### src/rtl/addr_window_pkg.sv
// Shared definitions for the packed-window address translator.
// Assumes: one address width for virtual and physical space.
package addr_window_pkg;
    localparam int unsigned AW_DEFAULT   = 32;
    localparam int unsigned NWIN_DEFAULT = 4;

    // Field picked by the low select bit
    typedef enum logic {
        FLD_START = 1'b0,
        FLD_SIZE  = 1'b1
    } win_field_e;
endpackage

### src/rtl/addr_window_cfg.sv
// Holds the start register of every window and the size register of
// every window but the last. Writes land on the rising edge.
// Assumes: cfg_sel upper bits name the window, bit 0 names the field.
module addr_window_cfg
    import addr_window_pkg::*;
#(
    parameter int unsigned AW   = AW_DEFAULT,
    parameter int unsigned NWIN = NWIN_DEFAULT,
    localparam int unsigned WIN_W = (NWIN > 1) ? $clog2(NWIN) : 1,
    localparam int unsigned SEL_W = WIN_W + 1
) (
    input  logic                      clk,
    input  logic                      rst_n,
    input  logic                      cfg_we,
    input  logic [SEL_W-1:0]          cfg_sel,
    input  logic [AW-1:0]             cfg_wdata,
    output logic [NWIN-1:0][AW-1:0]   start_o,
    output logic [NWIN-2:0][AW-1:0]   size_o
);
    logic [WIN_W-1:0] sel_win;
    win_field_e       sel_fld;

    // Split the select into window index and field
    always_comb begin
        sel_win = cfg_sel[SEL_W-1:1];
        sel_fld = win_field_e'(cfg_sel[0]);
    end

    // Register file update: reset to zero, single-field write
    always_ff @(posedge clk) begin
        if (!rst_n) begin
            start_o <= '0;
            size_o  <= '0;
        end else if (cfg_we) begin
            for (int i = 0; i < int'(NWIN); i++) begin
                if (sel_win == WIN_W'(i)) begin
                    if (sel_fld == FLD_START)
                        start_o[i] <= cfg_wdata;
                    else if (i < int'(NWIN) - 1)
                        size_o[i] <= cfg_wdata;
                end
            end
        end
    end

    // reset clears the whole register set
    p_reset_clear_r9: assert property (@(posedge clk)
        !rst_n |=> (start_o == '0 && size_o == '0));

    // the missing size field of the last window is a no-op
    p_bad_sel_ignored_r7: assert property (@(posedge clk) disable iff (!rst_n)
        (cfg_we && cfg_sel == {WIN_W'(NWIN - 1), 1'b1})
        |=> ($stable(start_o) && $stable(size_o)));

    // a write lands exactly one edge later
    for (genvar g = 0; g < int'(NWIN); g++) begin : g_chk_start
        p_start_lands_r8: assert property (@(posedge clk) disable iff (!rst_n)
            (cfg_we && cfg_sel == {WIN_W'(g), 1'b0})
            |=> (start_o[g] == $past(cfg_wdata)));
    end
    for (genvar g = 0; g < int'(NWIN) - 1; g++) begin : g_chk_size
        p_size_lands_r8: assert property (@(posedge clk) disable iff (!rst_n)
            (cfg_we && cfg_sel == {WIN_W'(g), 1'b1})
            |=> (size_o[g] == $past(cfg_wdata)));
    end
endmodule

### src/rtl/addr_window_decode.sv
// Builds each window's virtual base as the running sum of earlier sizes
// and flags which window holds the address. Sums use extra bits so
// that no window end wraps around the address space.
// Assumes: sizes are unsigned byte counts; a zero size means empty.
module addr_window_decode
    import addr_window_pkg::*;
#(
    parameter int unsigned AW        = AW_DEFAULT,
    parameter int unsigned NWIN      = NWIN_DEFAULT,
    parameter bit          TAIL_OPEN = 1'b1,
    localparam int unsigned EW = AW + ((NWIN > 1) ? $clog2(NWIN) : 1)
) (
    input  logic [AW-1:0]             vaddr,
    input  logic [NWIN-2:0][AW-1:0]   size_i,
    output logic [NWIN-1:0][AW-1:0]   base_o,
    output logic [NWIN-1:0]           hit_o
);
    logic [NWIN-1:0][EW-1:0] base_w;
    logic [EW-1:0]           vx;

    // Running base chain, one adder per window boundary
    always_comb begin
        base_w[0] = '0;
        for (int i = 1; i < int'(NWIN); i++)
            base_w[i] = base_w[i-1] + EW'(size_i[i-1]);
    end

    // Range compare per window against the widened address
    always_comb begin
        vx = EW'(vaddr);
        for (int i = 0; i < int'(NWIN); i++) begin
            base_o[i] = base_w[i][AW-1:0];
            if (i < int'(NWIN) - 1)
                hit_o[i] = (vx >= base_w[i]) && (vx < base_w[i+1]);
            else
                hit_o[i] = TAIL_OPEN && (vx >= base_w[i]);
        end
    end
endmodule

### src/rtl/addr_window_rebase.sv
// Rebases the virtual address onto the selected window's physical start
// and raises miss when no window is selected.
// Assumes: hit_i is one-hot or zero.
module addr_window_rebase
    import addr_window_pkg::*;
#(
    parameter int unsigned AW   = AW_DEFAULT,
    parameter int unsigned NWIN = NWIN_DEFAULT
) (
    input  logic [AW-1:0]             vaddr,
    input  logic [NWIN-1:0]           hit_i,
    input  logic [NWIN-1:0][AW-1:0]   start_i,
    input  logic [NWIN-1:0][AW-1:0]   base_i,
    output logic [AW-1:0]             paddr_o,
    output logic                      miss_o
);
    // AND-OR select of the rebased candidate of the hit window
    always_comb begin
        paddr_o = '0;
        for (int i = 0; i < int'(NWIN); i++)
            if (hit_i[i])
                paddr_o = paddr_o | (start_i[i] + (vaddr - base_i[i]));
        miss_o = ~|hit_i;
    end
endmodule

### src/rtl/addr_window_xlate.sv
// Top of the packed-window translator: configuration registers,
// range decode and rebasing. The translation path has no register.
// Assumes: vaddr is stable when paddr and miss are used.
module addr_window_xlate
    import addr_window_pkg::*;
#(
    parameter int unsigned AW        = AW_DEFAULT,
    parameter int unsigned NWIN      = NWIN_DEFAULT,
    parameter bit          TAIL_OPEN = 1'b1,
    localparam int unsigned WIN_W = (NWIN > 1) ? $clog2(NWIN) : 1,
    localparam int unsigned SEL_W = WIN_W + 1
) (
    input  logic             clk,
    input  logic             rst_n,
    input  logic             cfg_we,
    input  logic [SEL_W-1:0] cfg_sel,
    input  logic [AW-1:0]    cfg_wdata,
    input  logic [AW-1:0]    vaddr,
    output logic [AW-1:0]    paddr,
    output logic             miss
);
    logic [NWIN-1:0][AW-1:0] start_q;
    logic [NWIN-2:0][AW-1:0] size_q;
    logic [NWIN-1:0][AW-1:0] base;
    logic [NWIN-1:0]         hit;

    addr_window_cfg #(.AW(AW), .NWIN(NWIN)) u_cfg (
        .clk(clk), .rst_n(rst_n), .cfg_we(cfg_we), .cfg_sel(cfg_sel),
        .cfg_wdata(cfg_wdata), .start_o(start_q), .size_o(size_q)
    );

    addr_window_decode #(.AW(AW), .NWIN(NWIN), .TAIL_OPEN(TAIL_OPEN)) u_dec (
        .vaddr(vaddr), .size_i(size_q), .base_o(base), .hit_o(hit)
    );

    addr_window_rebase #(.AW(AW), .NWIN(NWIN)) u_reb (
        .vaddr(vaddr), .hit_i(hit), .start_i(start_q), .base_i(base),
        .paddr_o(paddr), .miss_o(miss)
    );

    // packed windows never overlap
    p_single_hit_r5: assert property (@(posedge clk) disable iff (!rst_n)
        $onehot0(hit));

    // an empty first window never claims an address
    p_empty_win0_r5: assert property (@(posedge clk) disable iff (!rst_n)
        (size_q[0] == '0) |-> !hit[0]);

    // the first window is an offset from its start
    p_win0_rebase_r1: assert property (@(posedge clk) disable iff (!rst_n)
        hit[0] |-> (paddr == start_q[0] + vaddr));

    // an open tail leaves no address unmapped
    if (TAIL_OPEN) begin : g_tail_chk
        p_tail_no_miss_r4: assert property (@(posedge clk) disable iff (!rst_n)
            !miss);
    end
endmodule

### config.mk
export PLATFORM = sky130hd
export DESIGN_NAME = addr_window_xlate
export DESIGN_NICKNAME = d
export VERILOG_FILES = /design/src/rtl/addr_window_pkg.sv /design/src/rtl/addr_window_cfg.sv /design/src/rtl/addr_window_decode.sv /design/src/rtl/addr_window_rebase.sv /design/src/rtl/addr_window_xlate.sv
export SDC_FILE = /design/constraint.sdc
export NUM_CORES = 1
export LEC_CHECK = 0
export BUFFER_PORTS_ARGS = -buffer_cell sky130_fd_sc_hd__buf_2
export CAP_MARGIN = 20
export CORE_MARGIN = 4
export CORE_UTILIZATION = 58
export DETAILED_ROUTE_END_ITERATION = 10
export PLACE_DENSITY = 0.79
export SETUP_SLACK_MARGIN = 0.3
export SYNTH_ARGS = -nofsm -noshare
export SYNTH_HDL_FRONTEND = slang
export SYNTH_SLANG_ARGS = --single-unit
### constraint.sdc
create_clock -name clk -period 6.1 [get_ports clk]
set_clock_uncertainty 0.1 [all_clocks]
set_input_delay 0 -clock clk [delete_from_list [all_inputs] [get_ports clk]]
set_output_delay 0 -clock clk [all_outputs]
set_load 0.02 [all_outputs]
==> results of run 1 <==
==> stage by stage <==
stage / worst slack (ns) / util / setup TNS, ns
finish: -1.20 / 0.747 / -35.39
global placement: -0.664 / 0.683 / -15.50
detailed placement: -0.861 / 0.683 / -19.39
CTS: -1.05 / 0.738 / -31.30
floorplan: 0.0361 / - / 0
global route: -1.50 / 0.747 / -45.38
==> worst min path at each step <==
| stage | start | endpoint | slack (ns) | depth (start not counted) |
|---|---|---|---|---|
| CTS | cfg_sel[2] | u_cfg.start_o[66]$_SDFFE_PN0P_ | 0.06 | 5 |
| global placement | cfg_wdata[25] | u_cfg.size_o[25]$_SDFFE_PN0P_ | 0.23 | 3 |
| detailed placement | cfg_wdata[25] | u_cfg.start_o[57]$_SDFFE_PN0P_ | 0.23 | 3 |
| floorplan | cfg_wdata[0] | u_cfg.size_o[0]$_SDFFE_PN0P_ | 0.04 | 2 |
| global route | cfg_sel[1] | u_cfg.start_o[52]$_SDFFE_PN0P_ | 0.08 | 5 |
| finish | cfg_sel[1] | u_cfg.start_o[56]$_SDFFE_PN0P_ | 0.07 | 5 |
==> flip-flops by register name (all words and copies together) (netlist names) <==
| signal | cells |
|---|---|
| u_cfg.start_o | 128 |
| u_cfg.size_o | 96 |
==> cell usage in the layout, fill, tap and decap left out, drive strengths merged, types with 8 or more instances in the layout <==
| cell type | netlist | layout |
|---|---|---|
| a2111oi | 8 | 8 |
| a211o | 12 | 12 |
| a211oi | 25 | 25 |
| a21boi | 230 | 230 |
| a21o | 95 | 95 |
| a21oi | 176 | 176 |
| a222oi | 12 | 12 |
| a22oi | 14 | 14 |
| a31o | 9 | 9 |
| a31oi | 15 | 15 |
| and2 | 11 | 11 |
| and3 | 17 | 17 |
| buf | 8 | 467 |
| clkbuf | 78 | 37 |
| clkinv | 0 | 8 |
| dfxtp | 224 | 224 |
| dlygate4sd3 | 0 | 35 |
| fa | 96 | 96 |
| ha | 291 | 291 |
| inv | 228 | 228 |
| nand2 | 573 | 573 |
| nand2b | 23 | 23 |
| nand3 | 35 | 35 |
| nand4 | 29 | 29 |
| nor2 | 106 | 106 |
| nor2b | 22 | 22 |
| nor3 | 23 | 23 |
| nor4 | 8 | 8 |
| o211ai | 33 | 33 |
| o21a | 21 | 21 |
| o21ai | 107 | 107 |
| o21bai | 19 | 19 |
| o31ai | 8 | 8 |
| or3 | 11 | 11 |
| or4 | 8 | 8 |
| xnor2 | 111 | 111 |
| xor2 | 64 | 64 |
==> routing by layer <==
layer	GRT usage	wire, µm
met5	0	0
met4	0.201	5100
met3	0.0845	8750
met2	0.602	36600
met1	0.520	34600
==> power breakdown <==
part / total (mW) / leakage, nW / switching, mW / internal [mW]
Clock: 1.82 / 0.474 / 0.732 / 1.09
Combinational: 2.68 / 10.4 / 1.53 / 1.15
Sequential: 1.52 / 1.81 / 0.0231 / 1.49
==> final cells by class <==
type,count,area (µm²)
repair buffers,503,3940
clock buffers,36,762
fillers,2925,9580
clock inverters,15,205
well taps,511,639
flip-flops and latches,224,4490
multi-input cells,2287,17500
inverters,228,856
==> repair_timing <==
| action | CTS | global route |
|---|---|---|
| gates resized for setup | 102 | 51 |
| setup buffers | 36 | 11 |
| pin swaps | 65 | 20 |
| cloned | 1 | 1 |
| hold buffers | 35 | 0 |
| hold endpoints to repair | 224 | 0 |
| endpoints found under the setup margin | 32 | 32 |
==> worst min-delay path: stages <==
cell and delay (ns):
buf_2 0.16, nand2b_1 0.17, nor2_4 0.17, nand2_1 0.10
a21boi_0 0.06
==> logic make-up (layout without fill, tap and decap cells) <==
family / after synthesis / after routing / share of synthesized area
DFF: 224 / 224 / 0.200
and+or+nand+nor: 886 / 886 / 0.170
buffers and inverters: 314 / 782 / 0.0530
adders and majority gates: 387 / 387 / 0.248
AOI/OAI and AO/OA: 838 / 838 / 0.261
other: 1 / 1 / 0.000167
xor gates and xnor gates: 175 / 175 / 0.0683
==> run metrics, run 1 <==
clk_lat worst skew=0.56 ns; failing checks=negative setup slack; top-area cell type share of the netlist area=0.200; largest net degree at the start of global routing=118; area leader, netlist=dfxtp_1; maximum vdd drop=0.197 mV; top cells by count, synth=nand2_1 (573), ha_1 (291), a21boi_0 (230); min cycle time layout=7.30 ns; startpoint types=flip-flop; status=finished, violations left; Reg2Reg Depth=3; via count=23300; H-tree depth=1; Final Non-Filler Cells=3804; crit path kind=reg2out; Design Area, Final=28400 µm²; measured slew at the worst slew-check pin=1.11 ns; placed inst area=25900 µm²; R2R Path End=u_cfg.start_o[9]$_SDFFE_PN0P_; Die H=205 µm; most instantiated library cell after synthesis=nand2_1; Critical Path Slowest Stage Cell=a21oi_1; initial antenna violation count=0; max-slew violations=0; number of synthesized flops with an enable pin=0; Hold Slack=0.0741 ns; share of layout cells above drive strength 1=0.201; final hold violations=0; pwr/cell area=212 nW/µm²; core area=37900 µm²; Routed WL per cell=22.4 µm; Final period util=1.20; R2R Path Start=u_cfg.start_o[9]$_SDFFE_PN0P_; CTS tree=built; # Max-Cap Violations=0; syn_nets=3282; vias in the first global route=23000; Placer Congestion=0.994; top cells by area, synth=dfxtp_1 (20%), ha_1 (16%), nand2_1 (9.6%); CP Data Arrival Time=7.20 ns; Critical Path Sink=paddr[16]; Post-Route WL=85.0 mm; Seq/Total Area, Yosys=0.200; average footprint of a synthesized cell=7.95 µm²; count of cell types in the netlist=82; post-synthesis async set-or-reset flop share=0; Final #Nets=3730; largest delay contributor family on the critical path=compound AO/OA/AOI/OAI gates; ant diodes=0; Top FF cell, synth=dfxtp_1; Synth Cell Area=22500 µm²; Final Setup Violations=32; PnR worst setup slack=-1.20 ns; Initial Util=0.592; WP buf/inv=9; Critical Path RT=6.00 ns; placed cell count=3668; post-route ant nets=0; row count=71; Inserted Clock Buffers=29; chip width=205 µm; leakage=12.7 nW; drt first-iter violations=2171; DPL Wire Length=62.0 mm; die area=41900 µm²; synth warn=0; PortBufs=101; Pwr Total=6.02 mW; clk sink count=224; Overflow after GRT=0; Max Clk Rate=137 MHz; Pre-antenna DRT Iters=6; DRC Markers=0; clock buffer depth=3; GRT Overall Usage=0.392; Synth Register Bits=224; relative slew slack=0.252; RSZ-0062 raised after global routing=true; CP Depth=36; Area Growth Syn to Fin=26.3%; Setup crit end kind=primary output; Avg Vias per Cell=6.11; CP startpoint=u_cfg.size_o[37]$_SDFFE_PN0P_; Worst R2R Setup Slack=4.77 ns; first-pass GRT wire length=129 mm; min-delay worst type=in2reg; CTS root buffer=clkbuf_16; crit-path max cell delay=0.40 ns; Max FO, Critical Path=5; clock-pin slew on the worst setup and hold paths=0.06 ns; most used cell, CP=buf_4; Cells after Synth=2825; IO Count=103
(Power assumes the default switching activity.)
==> run 2: changes to the inputs <==
Settings changed: CAP_MARGIN 20 to 5, CORE_UTILIZATION 58 to 55, PLACE_DENSITY 0.79 to 0.75.
==> run 2 against run 1 <==
The flow still finishes with violations (negative setup slack). Sequential share of layout area increased by 0.16 points. First-iteration DRC count increased by 2.2%. Hold slack improved by 0.0079 ns. Combinational power decreased by 3%. Routed wire length decreased by 4.4%. Setup slack improved by 0.012 ns. Register-to-register slack improved by 0.02 ns. Utilization decreased by 4.6 points. Fmax increased by 0.17%. Via count decreased by 1.9%. Sequential power about the same. Total power decreased by 3.1%. Largest cell class unchanged. Largest power group unchanged.
==> run metrics, run 2 (synthesized netlist as in run 1, its figures left out) <==
CP startpoint=u_cfg.size_o[0]$_SDFFE_PN0P_; Final period util=1.20; chip width=210 µm; via count=22800; GRT Overall Usage=0.356; Max FO, Critical Path=4; Flop pwr share=0.260; Critical Path RT=6.00 ns; largest delay contributor family on the critical path=compound AO/OA/AOI/OAI gates; Final Non-Filler Cells=3800; largest reg by FF count=u_cfg.start_o; Placer Congestion=1.01; die area=44100 µm²; clock buffer depth=3; Largest regs=u_cfg.start_o x128, u_cfg.size_o x96; initial antenna violation count=0; core area=40000 µm²; Critical Path Slowest Stage Cell=a221o_1; Reg2Reg Depth=3; drt first-iter violations=2219; CTS root buffer=clkbuf_16; Setup TNS Final=-34.65 ns; Post-Route WL=81.3 mm; Final Setup Violations=32; hold_sp=cfg_sel[0]; DPL Wire Length=60.7 mm; CTS tree=built; final hold violations=0; largest net degree at the start of global routing=117; PortBufs=101; failing checks=negative setup slack; measured slew at the worst slew-check pin=1.23 ns; crit-path max cell delay=0.41 ns; clock power share=0.296; startpoint types=flip-flop; maximum vdd drop=0.201 mV; Initial Util=0.561; Die H=210 µm; switch share=0.378; Routed WL per cell=21.4 µm; number of flip-flops under the largest register name=128; DRC Markers=0; Max Clk Rate=137 MHz; Int Power=3.63 mW; Area Growth Syn to Fin=25.1%; Worst R2R Setup Slack=4.79 ns; relative slew slack=0.180; RSZ-0062 raised after global routing=true; max-slew violations=0; min cycle time layout=7.29 ns; hold path depth=5; first-pass GRT wire length=125 mm; Combinational Power Share=0.444; Pre-antenna DRT Iters=5; commonest non-fill, non-tap cell in the layout=nand2_1; post-route ant nets=0; placed cell count=3673; min-delay worst type=in2reg; H-tree depth=1; # Max-Cap Violations=0; PnR worst setup slack=-1.19 ns; crit path kind=reg2out; Final #Nets=3710; clk sink count=224; share of layout cells above drive strength 1=0.195; pre-CTS setup slack=-0.773 ns; Setup crit end kind=primary output; Overflow after GRT=0; Avg Vias per Cell=6.00; R2R Path Start=u_cfg.size_o[39]$_SDFFE_PN0P_; clk_lat worst skew=0.57 ns; vias in the first global route=22500; commonest non-fill, non-tap cells in the layout=nand2_1 (562), buf_4 (339), ha_1 (280); CP Data Arrival Time=7.19 ns; IO Count=103; Inserted Clock Buffers=28; WP buf/inv=5; pwr/cell area=208 nW/µm²; ant diodes=0; status=finished, violations left; row count=73; net switching power=2.21 mW; leakage=12.5 nW; clock-pin slew on the worst setup and hold paths=0.06 ns; CP Depth=37
run 2: cell types whose count changed in the layout (fill, tap and decap cells not counted), moves of 3 or more:
| cell | before | now |
|---|---|---|
| a21oi_2 | 18 | 21 |
| buf_4 | 354 | 339 |
| bufinv_16 | 5 | 1 |
| clkbuf_8 | 1 | 9 |
run 2: power groups by stage:
stage | Combinational, mW | Clock [mW] | Sequential, mW
6_report | 2.59 | 1.73 | 1.52
5_1_grt | 2.77 | 1.79 | 1.52
4_1_cts | 2.51 | 1.74 | 1.52
3_5_place_dp | 2.33 | 0 | 1.55
3_3_place_gp | 2.29 | 0 | 1.55
2_1_floorplan | 1.44 | 0 | 1.54
run 2: cell type report:
class | count | area, µm²
fillers | 3220 | 11900
clock inverters | 9 | 70.1
repair buffers | 484 | 3740
multi-input cells | 2287 | 17400
flip-flops and latches | 224 | 4490
clock buffers | 43 | 868
inverters | 228 | 856
well taps | 525 | 657
run 2: path summary, 6_finish.rpt:
| kind | to |
|---|---|
| min | u_cfg.size_o[62]$_SDFFE_PN0P_ |
| max | paddr[21] |
| max reg2reg | u_cfg.size_o[39]$_SDFFE_PN0P_ |
| min reg2reg | u_cfg.start_o[51]$_SDFFE_PN0P_ |
run 2: what timing repair did:
item | CTS | global route
pin swaps | 109 | 35
setup buffers | 32 | 8
endpoints found under the setup margin | 32 | 32
resized for setup | 127 | 19
hold buffers | 35 | 0
endpoints found under the hold margin | 224 | 0
run 2: worst min-delay path, delay by kind of cell:
family | cells | cell delay [ns]
AO/OA/AOI/OAI | 1 | 0.06
AND/OR/NAND/NOR | 2 | 0.21
buffers and inverters | 2 | 0.43
run 2: layer usage:
| metal | up-vias | global-route usage | share of wire | wire length [µm] |
|---|---|---|---|---|
| li1 | 10700 | - | - | - |
| met1 | 10900 | 0.484 | 0.42 | 34000 |
| met2 | 1047 | 0.565 | 0.45 | 36200 |
| met3 | 191 | 0.0613 | 0.091 | 7380 |
| met4 | 0 | 0.146 | 0.046 | 3730 |
| met5 | - | 0 | 0 | 0 |
run 2: per-stage QoR:
stage	util	hold WS, ns	instance area (µm²)	power (mW)
6_report	0.702	0.0820	28100	5.84
5_1_grt	0.702	0.106	28100	6.08
4_1_cts	0.698	0.0518	27900	5.77
3_5_place_dp	0.647	0.233	25900	3.87
3_3_place_gp	0.647	0.225	25900	3.83
2_1_floorplan	-	0.0374	22700	2.98
